--- src/rtl/berr_pkg.sv ---
package berr_pkg;

  localparam int SEED_W = 32;

  typedef enum logic [1:0] {
    PAT_P7  = 2'd0,
    PAT_P15 = 2'd1,
    PAT_P23 = 2'd2,
    PAT_P31 = 2'd3
  } pat_e;

  typedef enum logic {
    WIN_IDLE = 1'b0,
    WIN_PAY  = 1'b1
  } win_e;

  typedef enum logic {
    SY_HUNT = 1'b0,
    SY_LOCK = 1'b1
  } sync_e;

  // history bit k holds the bit received k steps ago (k = 0 newest)
  function automatic logic [SEED_W-1:0] pat_taps(input pat_e p);
    logic [SEED_W-1:0] m;
    case (p)
      PAT_P7:  m = 32'h0000_0060;
      PAT_P15: m = 32'h0000_6000;
      PAT_P23: m = 32'h0042_0000;
      default: m = 32'h4800_0000;
    endcase
    return m;
  endfunction

endpackage

--- src/rtl/berr_track.sv ---
module berr_track
  import berr_pkg::*;
#(
  parameter int BYTE_W   = 8,
  parameter int LOSS_RUN = 4,
  parameter int LOSS_THR = 2,
  parameter int LOCK_RUN = 8,
  localparam int NERR_W  = $clog2(BYTE_W + 1),
  localparam int RUN_MAX = (LOSS_RUN > LOCK_RUN) ? LOSS_RUN : LOCK_RUN,
  localparam int RUN_W   = $clog2(RUN_MAX + 1),
  localparam int KEEP_W  = SEED_W - BYTE_W
) (
  input  logic              clk_i,
  input  logic              rst_ni,
  input  logic              pay_i,
  input  logic [BYTE_W-1:0] rx_i,
  input  pat_e              pat_i,
  output logic [NERR_W-1:0] nerr_o,
  output logic              chk_o,
  output logic              locked_o
);

  sync_e             st_q, st_d;
  logic [RUN_W-1:0]  run_q, run_d;
  logic [SEED_W-1:0] loc_q, loc_d;
  logic [KEEP_W-1:0] rxh_q, rxh_d;
  logic [SEED_W-1:0] mask;
  logic [SEED_W-1:0] seed;
  logic [BYTE_W-1:0] expv;
  logic [NERR_W-1:0] nerr;

  function automatic logic [BYTE_W-1:0] gen_byte(input logic [SEED_W-1:0] h,
                                                  input logic [SEED_W-1:0] m);
    logic [SEED_W-1:0] s;
    logic [BYTE_W-1:0] r;
    logic              b;
    s = h;
    r = '0;
    for (int i = 0; i < BYTE_W; i++) begin
      b = ^(s & m);
      s = {s[SEED_W-2:0], b};
      r[BYTE_W-1-i] = b;
    end
    return r;
  endfunction

  always_comb begin
    mask  = pat_taps(pat_i);
    expv  = gen_byte(loc_q, mask);
    nerr  = NERR_W'($countones(expv ^ rx_i));
    seed  = {rxh_q, rx_i};
    st_d  = st_q;
    run_d = run_q;
    loc_d = loc_q;
    rxh_d = rxh_q;
    if (pay_i) begin
      rxh_d = seed[KEEP_W-1:0];
      case (st_q)
        SY_LOCK: begin
          loc_d = {loc_q[KEEP_W-1:0], expv};
          if (nerr > NERR_W'(LOSS_THR)) begin
            if (run_q == RUN_W'(LOSS_RUN - 1)) begin
              st_d  = SY_HUNT;
              run_d = '0;
              loc_d = seed;
            end else begin
              run_d = run_q + 1'b1;
            end
          end else begin
            run_d = '0;
          end
        end
        default: begin
          loc_d = seed;
          if (nerr == '0) begin
            if (run_q == RUN_W'(LOCK_RUN - 1)) begin
              st_d  = SY_LOCK;
              run_d = '0;
            end else begin
              run_d = run_q + 1'b1;
            end
          end else begin
            run_d = '0;
          end
        end
      endcase
    end
  end

  always_ff @(posedge clk_i or negedge rst_ni) begin
    if (!rst_ni) begin
      st_q  <= SY_HUNT;
      run_q <= '0;
      loc_q <= '0;
      rxh_q <= '0;
    end else begin
      st_q  <= st_d;
      run_q <= run_d;
      loc_q <= loc_d;
      rxh_q <= rxh_d;
    end
  end

  assign nerr_o   = nerr;
  assign locked_o = (st_q == SY_LOCK);
  assign chk_o    = pay_i && locked_o;

  // lock is only gained on a clean payload byte
  assert_lock_gain_R7: assert property (@(posedge clk_i) disable iff (!rst_ni)
    $rose(locked_o) |-> $past(pay_i && nerr_o == '0));

  // a mismatching byte while hunting keeps the block out of sync
  assert_hunt_stay_R7: assert property (@(posedge clk_i) disable iff (!rst_ni)
    (!locked_o && pay_i && nerr_o != '0) |=> !locked_o);

  // lock is only dropped on a payload byte above the error threshold
  assert_lock_drop_R6: assert property (@(posedge clk_i) disable iff (!rst_ni)
    $fell(locked_o) |-> $past(pay_i && nerr_o > NERR_W'(LOSS_THR)));

endmodule

--- config.mk ---
export PLATFORM = sky130hd
export DESIGN_NAME = berr_track
export DESIGN_NICKNAME = d
export VERILOG_FILES = /design/src/rtl/berr_pkg.sv /design/src/rtl/berr_track.sv
export SDC_FILE = /design/constraint.sdc
export NUM_CORES = 1
export LEC_CHECK = 0
export ABC_AREA = 1
export ABC_CLOCK_PERIOD_IN_PS = 23200
export BUFFER_PORTS_ARGS = -buffer_cell sky130_fd_sc_hd__buf_2
export CAP_MARGIN = 25
export CORE_MARGIN = 4
export CORE_UTILIZATION = 30
export DETAILED_ROUTE_END_ITERATION = 8
export GPL_TIMING_DRIVEN = 1
export MAX_ROUTING_LAYER = met4
export PLACE_DENSITY = 0.48
export SETUP_SLACK_MARGIN = 0.5
export SLEW_MARGIN = 30
export SYNTH_ARGS = -nofsm -noshare
export SYNTH_HDL_FRONTEND = slang
export SYNTH_SLANG_ARGS = --single-unit
export TNS_END_PERCENT = 100
--- constraint.sdc ---
create_clock -name clk_i -period 23.2 [get_ports clk_i]
set_clock_uncertainty 0.1 [all_clocks]
set_input_delay 6.96 -clock clk_i [delete_from_list [all_inputs] [get_ports clk_i]]
set_output_delay 6.96 -clock clk_i [all_outputs]
set_load 0.005 [all_outputs]
==> results.md, run 1 <==
Outcome:
- The run finished with clean final reports.

Floorplan:
- The row count is 39.
- The die width is 117 um.
- The floorplan core area is 11500 um^2.
- The initial utilization of the core area, before any placement, comes to 30.9%.
- The die is 117 um tall.
- The die covers 13700 um^2.
- 19 I/O pins were placed.

Clock network:
- Once the clock tree was built, the setup fixing pass inserted 0 buffers.
- The clock-pin slew of the registers on the worst-case setup and hold paths is 0.05 ns.
- TritonCTS created 9 clock buffers.
- The number of clock sinks seen by CTS is 59.
- The H-tree generated during clock tree synthesis spans 3 levels.
- The worst-case clock buffer depth is 2.
- The clock tree root driver cell is sky130_fd_sc_hd__clkbuf_16.
- The number of hold-repair buffers added at the cts stage is 0.
- The later pin in the worst-skew pair is clocked with a latency of 0.33 ns.
- The post-cts sizing count is 0.
- TritonCTS built the clock tree.

Worst setup path:
- Broken down by cell family, the worst path's largest delay share belongs to adder cells.
- The largest individual stage delay along the critical path comes from the cell sky130_fd_sc_hd__fa_1.
- On the worst path, the slowest cell contributes a delay of 0.54 ns.
- The sort of element at the end of the critical path is an output port.
- The sum of buffers and inverters on the critical path is 6.
- The critical path class is in -> out.
- The startpoint type of the worst setup path is an input port.
- The maximum net fanout on the critical path is 8.
- STA puts the critical path data required time at 16.14 ns.
- Data arrives at the worst endpoint at 10.90 ns.
- The critical path goes through buf_2, nor2_1, nand3_1, nand2_1, nand2_1, nand2_1, nor2_1, xor2_1, fa_1, inv_1, fa_1, fa_1, inv_1, ha_1, fa_1, inv_1, nand2_1, nand2_2, inv_1, buf_2.

Layout:
- After filler insertion, the fill cell instance count of the layout stands at 1269.
- The fraction of final layout cells sized beyond drive strength 1 is 8.02%.
- The layout overhead on the synthesized area is 13.0%.
- At the end of the flow, the number of nets in the layout was 553.
- At the end of the flow the core is filled with cells to 35.0%.
- The antenna cell count is 0.

Placed design:
- The total half-perimeter wirelength after legalization and detailed placement is 6600 um.
- Buffers placed on the I/O ports in this run total 18.
- At the end of routability-driven placement, the weighted congestion stood at 0.950.

GRT:
- The via count of the first global-routing pass is 3092.
- The first global-routing pass estimated 15700 um of wire.
- The number of antenna violations at the first check in global routing was 0.
- The overall routing resource usage is 15.2%.
- Entering global routing, the biggest net connects 85 pins.
- Global routing finished with a remaining overflow of 0.

Pwr:
- The analysis attributes to cell leakage a power of 2.19 nW.
- Across the VDD grid, the largest voltage drop is 0.000117 V.
- The total power is 699 uW.
- Power spread over the standard cell area amounts to 174 nW/um^2.

Detailed routing:
- The number of vias in the routed layout is 3181.
- The detail-routed net length per standard cell is 13.7 um.
- The number of nets still failing antenna checks after routing is 0.
- The violation count after the first detailed-route iteration is 176.
- The detailed-route wire length is 9290 um.
- The first detailed-routing pass took 5 iterations.
- The number of vias per cell is 4.68.
- After detailed routing, the number of remaining DRC violations is 0.

STA:
- The slew at the pin closest to its max-slew limit is 0.783 ns.
- The final-layout setup total negative slack is 0 ns.
- Setup violations remaining at the end of the flow were counted as 0.
- The final hold violation count came to 0.
- The worst hold margin is 0.374 ns.
- Based on the critical path, the design can be clocked at up to 0.0557 GHz.
- Setup repair after global routing left no endpoint under its margin.
- The final critical path takes up 77.4% of the cycle.
- Counting I/O delays and the setup requirement, the final critical path takes 17.96 ns.
- The worst relative slew slack is 47.8%.
- The number of pins with negative max-slew slack in the final report is 0.

Yosys:
- The multiplexer share of the synthesized area is 0%.
- The parity-gate share of the synthesized area counting xor and xnor cells is 3.44%.
- The mean post-synth cell area is 6.87 um^2.
- The yosys synthesis warning count is 0.
- The count of distinct cell types in the synthesized netlist is 25.
- The netlist area before placement is 3560 um^2.
- The cell count after synthesis came out at 518.
- The synthesized netlist devotes 6.54% of its cell area to compound gates.
- When the netlist entered floorplanning its net count stood at 539.
- The sequential fraction of the synthesis area is 41.5%.
- The share of synthesized cell area in full adder, half adder and majority cells is 3.65%.
- The synthesized design contains 59 register bits.
- The dominant combinational cell family by area after synthesis is simple AND/OR/NAND/NOR gates.
- The simple-gate area share of the yosys netlist is 34.8%.

Worst hold path:
- The min-delay analysis places its worst path in the category reg -> reg.

Flow run:
- The number of max-cap violations is 0.
-- synth_stat cells, drive strengths merged --
library cell | number | area, um^2
a21oi | 8 | 40.0
a31oi | 2 | 12.5
buf | 7 | 47.5
clkbuf | 11 | 41.3
clkinv | 1 | 3.75
dfrtp | 59 | 1480
fa | 4 | 80.1
ha | 4 | 50.1
inv | 71 | 267
nand2 | 219 | 835
nand3 | 59 | 300
nand3b | 1 | 7.51
nor2 | 18 | 70.1
nor3 | 2 | 15.0
o21ai | 36 | 180
or2 | 2 | 12.5
xnor2 | 4 | 35.0
xor2 | 10 | 87.6
-- worst register-to-register path, delay by kind of cell (launching register included) --
| family | cells | cell delay [ns] |
|---|---|---|
| DFF | 1 | 0.44 |
| xor gates and xnor gates | 1 | 0.12 |
| buffers and inverters | 5 | 0.81 |
| and+or+nand+nor | 14 | 1.37 |
| adders and majority gates | 5 | 2.18 |
-- power breakdown --
group / leakage [nW] / internal, mW / switching (mW)
registers: 0.727 / 0.138 / 0.0415
logic: 1.34 / 0.153 / 0.249
clock network: 0.132 / 0.0739 / 0.0445
-- logic make-up after synthesis --
kind of cell / Yosys count
AOI/OAI and AO/OA: 46
xor gates and xnor gates: 14
adders and majority gates: 8
buffers and inverters: 90
DFF: 59
and+or+nand+nor: 301
-- stage by stage --
step                      instances  cell area [um^2]  setup slack [ns]
after floorplan                 518              3560              5.90
after global placement          664              3760              5.33
after detailed placement        664              3760              5.25
after CTS                       679              4030              5.25
after global routing            679              4030              5.00
final                           679              4030              5.24
-- cell usage in the layout (no fill, tap or decap), drive strengths merged --
cell / instances
ha: 4
fa: 4
xor2: 10
a31oi: 2
nand2: 219
inv: 71
xnor2: 4
or2: 2
o21ai: 36
buf: 21
nand3: 59
dfrtp: 59
clkbuf: 12
nor2: 18
nand3b: 1
a21oi: 8
clkinv: 4
nor3: 2
-- path summary, 6_finish.rpt --
path / slack, ns / depth (start not counted) / to / start
max in group asynchronous: 15.78 / 2 / loc_q[6] / rst_ni
min reg2reg: 0.37 / 2 / rxh_q[19] / rxh_q[11]
max reg2reg: 18.03 / 25 / loc_q[17] / loc_q[5]
min in group asynchronous: 6.71 / 2 / rxh_q[11] / rst_ni
min: 0.37 / 2 / rxh_q[19] / rxh_q[11]
max: 5.24 / 20 / nerr_o[2] / pat_i[0]
-- metal layers --
metal	global-route usage [%]	part of all wire (%)
met1	21.7	52
met3	2.52	3.5
met4	5.81	2.1
met2	21.4	42
met5	-	0
-- state kept, by name, indices dropped and copies added (netlist names) --
| signal | cells |
|---|---|
| locked_o | 1 |
| rxh_q | 23 |
| loc_q | 31 |
| run_q | 4 |
-- area by class of cell --
type / instances / area (um^2) / area share (%)
clock inverter: 3 / 15.0 / 0.373
tap: 143 / 179 / 4.45
sequential: 59 / 1480 / 36.7
timing repair buffer: 21 / 113 / 2.80
inverter: 72 / 270 / 6.71
multi-input combinational: 369 / 1730 / 42.9
clock buffer: 12 / 246 / 6.12
Power figures use the tool's default switching activity.
==> inputs of run 2 (changes only) <==
--- a/config.mk
+++ b/config.mk
@@ -5,8 +5,8 @@
 export SDC_FILE = /design/constraint.sdc
 export NUM_CORES = 1
 export LEC_CHECK = 0
-export ABC_AREA = 1
-export ABC_CLOCK_PERIOD_IN_PS = 23200
+export ABC_AREA = 0
+export ABC_CLOCK_PERIOD_IN_PS = 14500
 export BUFFER_PORTS_ARGS = -buffer_cell sky130_fd_sc_hd__buf_2
 export CAP_MARGIN = 25
 export CORE_MARGIN = 4
@@ -14,7 +14,7 @@
 export DETAILED_ROUTE_END_ITERATION = 8
 export GPL_TIMING_DRIVEN = 1
 export MAX_ROUTING_LAYER = met4
-export PLACE_DENSITY = 0.48
+export PLACE_DENSITY = 0.5
 export SETUP_SLACK_MARGIN = 0.5
 export SLEW_MARGIN = 30
 export SYNTH_ARGS = -nofsm -noshare
==> constraint.sdc (replaced) <==
create_clock -name clk_i -period 14.5 [get_ports clk_i]
set_clock_uncertainty 0.1 [all_clocks]
set_input_delay 4.35 -clock clk_i [delete_from_list [all_inputs] [get_ports clk_i]]
set_output_delay 4.35 -clock clk_i [all_outputs]
set_load 0.005 [all_outputs]
==> results.md, run 2 <==
Outcome:
- Status: complete, no violations (unchanged).

Worst hold path:
- The worst hold path depth is 1 (was 2).
- The worst hold-check path type is reg -> reg (unchanged).
- The critical hold path startpoint is rxh_q[17] (was rxh_q[11]).

Yosys:
- The async set-or-reset flop fraction in the synthesized netlist is 100% (unchanged).
- The yosys synthesis warning count is 0 (unchanged).
- The sequential fraction of the synthesis area is 43.4% (was 41.5%).
- The number of enable flip-flop cells after synthesis is 0 (unchanged).
- Area contributors post-synth: sky130_fd_sc_hd__dfrtp_1 43%, sky130_fd_sc_hd__xnor2_1 6.7%, sky130_fd_sc_hd__nand2_1 6.5% (was sky130_fd_sc_hd__dfrtp_1 41%, sky130_fd_sc_hd__nand2_1 23%, sky130_fd_sc_hd__nand3_1 8.2%).
- The count of distinct cell types in the synthesized netlist came to 40 (was 25).
- The share of the synthesized area in the top cell type is 43.4% (was 41.5%).
- The number of instances in the synthesized netlist is 350 (was 518).
- The netlist area before placement is 3400 um^2 (was 3560 um^2).
- The largest area contributor in the synthesized netlist is sky130_fd_sc_hd__dfrtp_1 (unchanged).
- Top cells by count, synth: 59 x sky130_fd_sc_hd__dfrtp_1, 59 x sky130_fd_sc_hd__nand2_1, 29 x sky130_fd_sc_hd__nor2_1, 26 x sky130_fd_sc_hd__xnor2_1, 25 x sky130_fd_sc_hd__a31oi_1 (was 216 x sky130_fd_sc_hd__nand2_1, 70 x sky130_fd_sc_hd__inv_1, 59 x sky130_fd_sc_hd__dfrtp_1, 58 x sky130_fd_sc_hd__nand3_1, 36 x sky130_fd_sc_hd__o21ai_0).
- The mean post-synth cell area is 9.71 um^2 (was 6.87 um^2).
- The flip-flop cell with the highest count after synthesis is sky130_fd_sc_hd__dfrtp_1 (unchanged).
- The synthesized net count is 371 (was 539).
- The count of state elements after synthesis was 59 (unchanged).

Worst setup path:
- The sort of element at the end of the critical path is an output port (unchanged).
- The startpoint of the lowest-slack register-to-register path is loc_q[10] (was loc_q[5]).
- The startpoint type of the worst setup path is an input port (unchanged).
- The critical path class is in -> out (unchanged).
- The worst stage delay on the critical path came to 0.56 ns (was 0.54 ns).
- The cell with the largest stage delay on the worst path is sky130_fd_sc_hd__mux4_2 (was sky130_fd_sc_hd__fa_1).
- The required arrival time at the worst endpoint was 10.05 ns (was 16.14 ns).
- The dominant cell type by count on the critical path is sky130_fd_sc_hd__fa_1.
- The slack of the worst reg-to-reg path is 9.06 ns (was 18.03 ns).
- The worst endpoint data arrival time is 8.02 ns (was 10.90 ns).
- The sum of buffers and inverters on the critical path was 4 (was 6).
- The cell depth of the worst flop-to-flop path is 16 (was 25).
- The timing startpoint of the critical path was pat_i[1] (was pat_i[0]).
- The cell depth of the worst setup path is 12 (was 20).
- The maximum net fanout on the critical path came to 11 (was 8).
- The category of cells accounting for the largest share of critical-path delay is adder cells (unchanged).
- The last element of the critical path is nerr_o[2] (unchanged).
- The end of the worst register-to-register path was loc_q[12] (was loc_q[17]).
- Worst-path cell chain: buf_2, mux4_2, xnor2_1, fa_1, inv_1, fa_1, fa_1, inv_1, ha_1, fa_1, xor2_1, buf_2 (was buf_2, nor2_1, nand3_1, nand2_1, nand2_1, nand2_1, nor2_1, xor2_1, fa_1, inv_1, fa_1, fa_1, inv_1, ha_1, fa_1, inv_1, nand2_1, nand2_2, inv_1, buf_2).

STA:
- The final-layout setup total negative slack is 0 ns (unchanged).
- The final critical path takes up 86.0% of the cycle.
- The worst relative slew slack is 48.8% (was 47.8%).
- Static timing analysis puts the maximum clock frequency at 0.0802 GHz.
- The number of pins with negative max-slew slack in the final report is 0 (unchanged).
- The number of setup violations in the final report was 0 (unchanged).
- The smallest clock period supported by the final layout is computed as 12.47 ns.
- Unrepaired setup endpoints after global routing: no (unchanged).
- The slew at the pin closest to its max-slew limit was 0.768 ns (was 0.783 ns).
- The final hold violation count came to 0 (unchanged).

Floorplan:
- The die boundary height is 114 um (was 117 um).
- The die width came to 114 um (was 117 um).
- The effective utilization at floorplan is 31.0% (was 30.9%).
- The floorplan core area is 11000 um^2 (was 11500 um^2).
- The die outline area is 13100 um^2 (was 13700 um^2).
- The row count was 38 (was 39).
- The number of placed I/O pins came to 19 (unchanged).

Layout:
- The register with the most flip-flops is loc_q (unchanged).
- The post-route cell area is 3850 um^2 (was 4030 um^2).
- The number of nets in the finished design is 377 (was 553).
- Most used cells in the layout excluding fill and tap cells: 59 x sky130_fd_sc_hd__nand2_1, 59 x sky130_fd_sc_hd__dfrtp_1, 29 x sky130_fd_sc_hd__nor2_1 (was 216 x sky130_fd_sc_hd__nand2_1, 70 x sky130_fd_sc_hd__inv_1, 59 x sky130_fd_sc_hd__dfrtp_1).
- The layout overhead on the synthesized area came to 13.2% (was 13.0%).
- The number of flip-flops in the largest register came to 31 (unchanged).
- The antenna cell count was 0 (unchanged).
- Registers with the most flip-flops: loc_q: 31 flops, rxh_q: 23 flops, run_q: 4 flops (unchanged).
- The count of placed standard cells in the final layout, fillers left out is 501 (was 679).
- The fraction of final layout cells sized beyond drive strength 1 is 16.3% (was 8.02%).
- The core occupancy in the finished layout was 35.1% (was 35.0%).

Detailed routing:
- The detailed-route wire length is 7540 um (was 9290 um).
- The DRC violations left is 0 (unchanged).
- The number of nets still failing antenna checks after routing is 0 (unchanged).
- The violation count after the first detailed-route iteration came to 183 (was 176).
- The number of vias per cell is 4.89 (was 4.68).
- The number of vias in the routed layout was 2451 (was 3181).
- The detail-routed net length per standard cell is 15.0 um (was 13.7 um).
- The number of search-and-repair iterations in the first detailed-routing pass is 4 (was 5).

GRT:
- The via count of the first global-routing pass is 2520 (was 3092).
- The overall routing resource usage is 12.8% (was 15.2%).
- The total congestion overflow after global routing is 0 (unchanged).
- The number of antenna violations at the first check in global routing is 0 (unchanged).
- The global-route wire length before repair is 12800 um (was 15700 um).
- The maximum number of pins on one net before global-route repair is 100 (was 85).

Clock network:
- The clock tree root driver cell was sky130_fd_sc_hd__clkbuf_16 (unchanged).
- The insertion delay to the later sink of the worst-skew pair was 0.32 ns (was 0.33 ns).
- The number of hold-repair buffers added at the cts stage is 0 (unchanged).
- The post-cts sizing count is 0 (unchanged).
- The number of clock sinks seen by CTS came to 59 (unchanged).
- The clock tree from TritonCTS is yes (unchanged).
- The clock buffer count from CTS is 9 (unchanged).
- The worst-case clock buffer depth is 2 (unchanged).
- The number of buffers inserted to repair setup after CTS is 0 (unchanged).
- The number of H-tree levels was 3 (unchanged).
- The clock-pin slew of the registers on the worst-case setup and hold paths is 0.05 ns (about the same).

Placed design:
- The count of buffers from port buffering is 18 (unchanged).
- The last weighted congestion value of the routability-driven placer was 0.822 (was 0.950).
- The number of placed instances, taps included is 484 (was 664).
- The placed standard-cell area is 3560 um^2 (was 3760 um^2).
- The total half-perimeter wirelength after legalization and detailed placement is 5130 um (was 6600 um).

Flow run:
- The number of max-cap violations came to 0 (unchanged).
-- run 2: cell count changes in the layout (fill, tap and decap cells not counted), sizes merged, moves of 7 or more --
cell,before,now
nand2,219,59
nand3,59,1
inv,71,16
a31oi,2,25
xnor2,4,26
o21ai,36,19
mux2,0,15
nor2,18,29
mux4,0,7
-- run 2: worst min path at each step --
stage / to / slack, ns
global route: rxh_q[16] / 0.42
floorplan: rxh_q[20] / 0.38
CTS: rxh_q[20] / 0.41
finish: rxh_q[17] / 0.40
global placement: rxh_q[15] / 0.39
detailed placement: rxh_q[18] / 0.40
-- run 2: area by class of cell --
cell class / instances / area (um^2)
Fill cell: 1127 / 7130
Multi-Input combinational cell: 248 / 1730
Sequential cell: 59 / 1480
Clock buffer: 14 / 264
Tap cell: 140 / 175
Timing Repair Buffer: 22 / 133
Inverter: 16 / 60.1
Clock inverter: 2 / 10.0
-- run 2: metal layers --
layer  global-route usage (%)  vias up  wire length (um)
li1                         -     1195                 -
met1                     18.0     1196              3840
met2                     17.7       48              3190
met3                     3.07       12               332
met4                     4.91        0               173
met5                        -        -                 0
-- run 2: through the flow --
step | hold slack [ns] | worst slack (ns)
after floorplan | 0.381 | 2.13
after global placement | 0.393 | 2.06
after detailed placement | 0.398 | 2.01
after CTS | 0.410 | 2.03
after global routing | 0.424 | 1.85
final | 0.404 | 2.03
-- run 2: kinds of logic after synthesis --
| logic type | after synthesis | share of synthesized area, % |
|---|---|---|
| AOI/OAI and AO/OA | 65 | 12.3 |
| xor gates and xnor gates | 42 | 10.8 |
| adders and majority gates | 8 | 3.83 |
| buffers and inverters | 43 | 5.63 |
| DFF | 59 | 43.4 |
| muxes | 23 | 9.90 |
| and+or+nand+nor | 110 | 14.1 |
Power of run 2 is left out: the tool's default activity adds up to more than one toggle a clock period on the data nets, which glitch-free logic cannot reach.
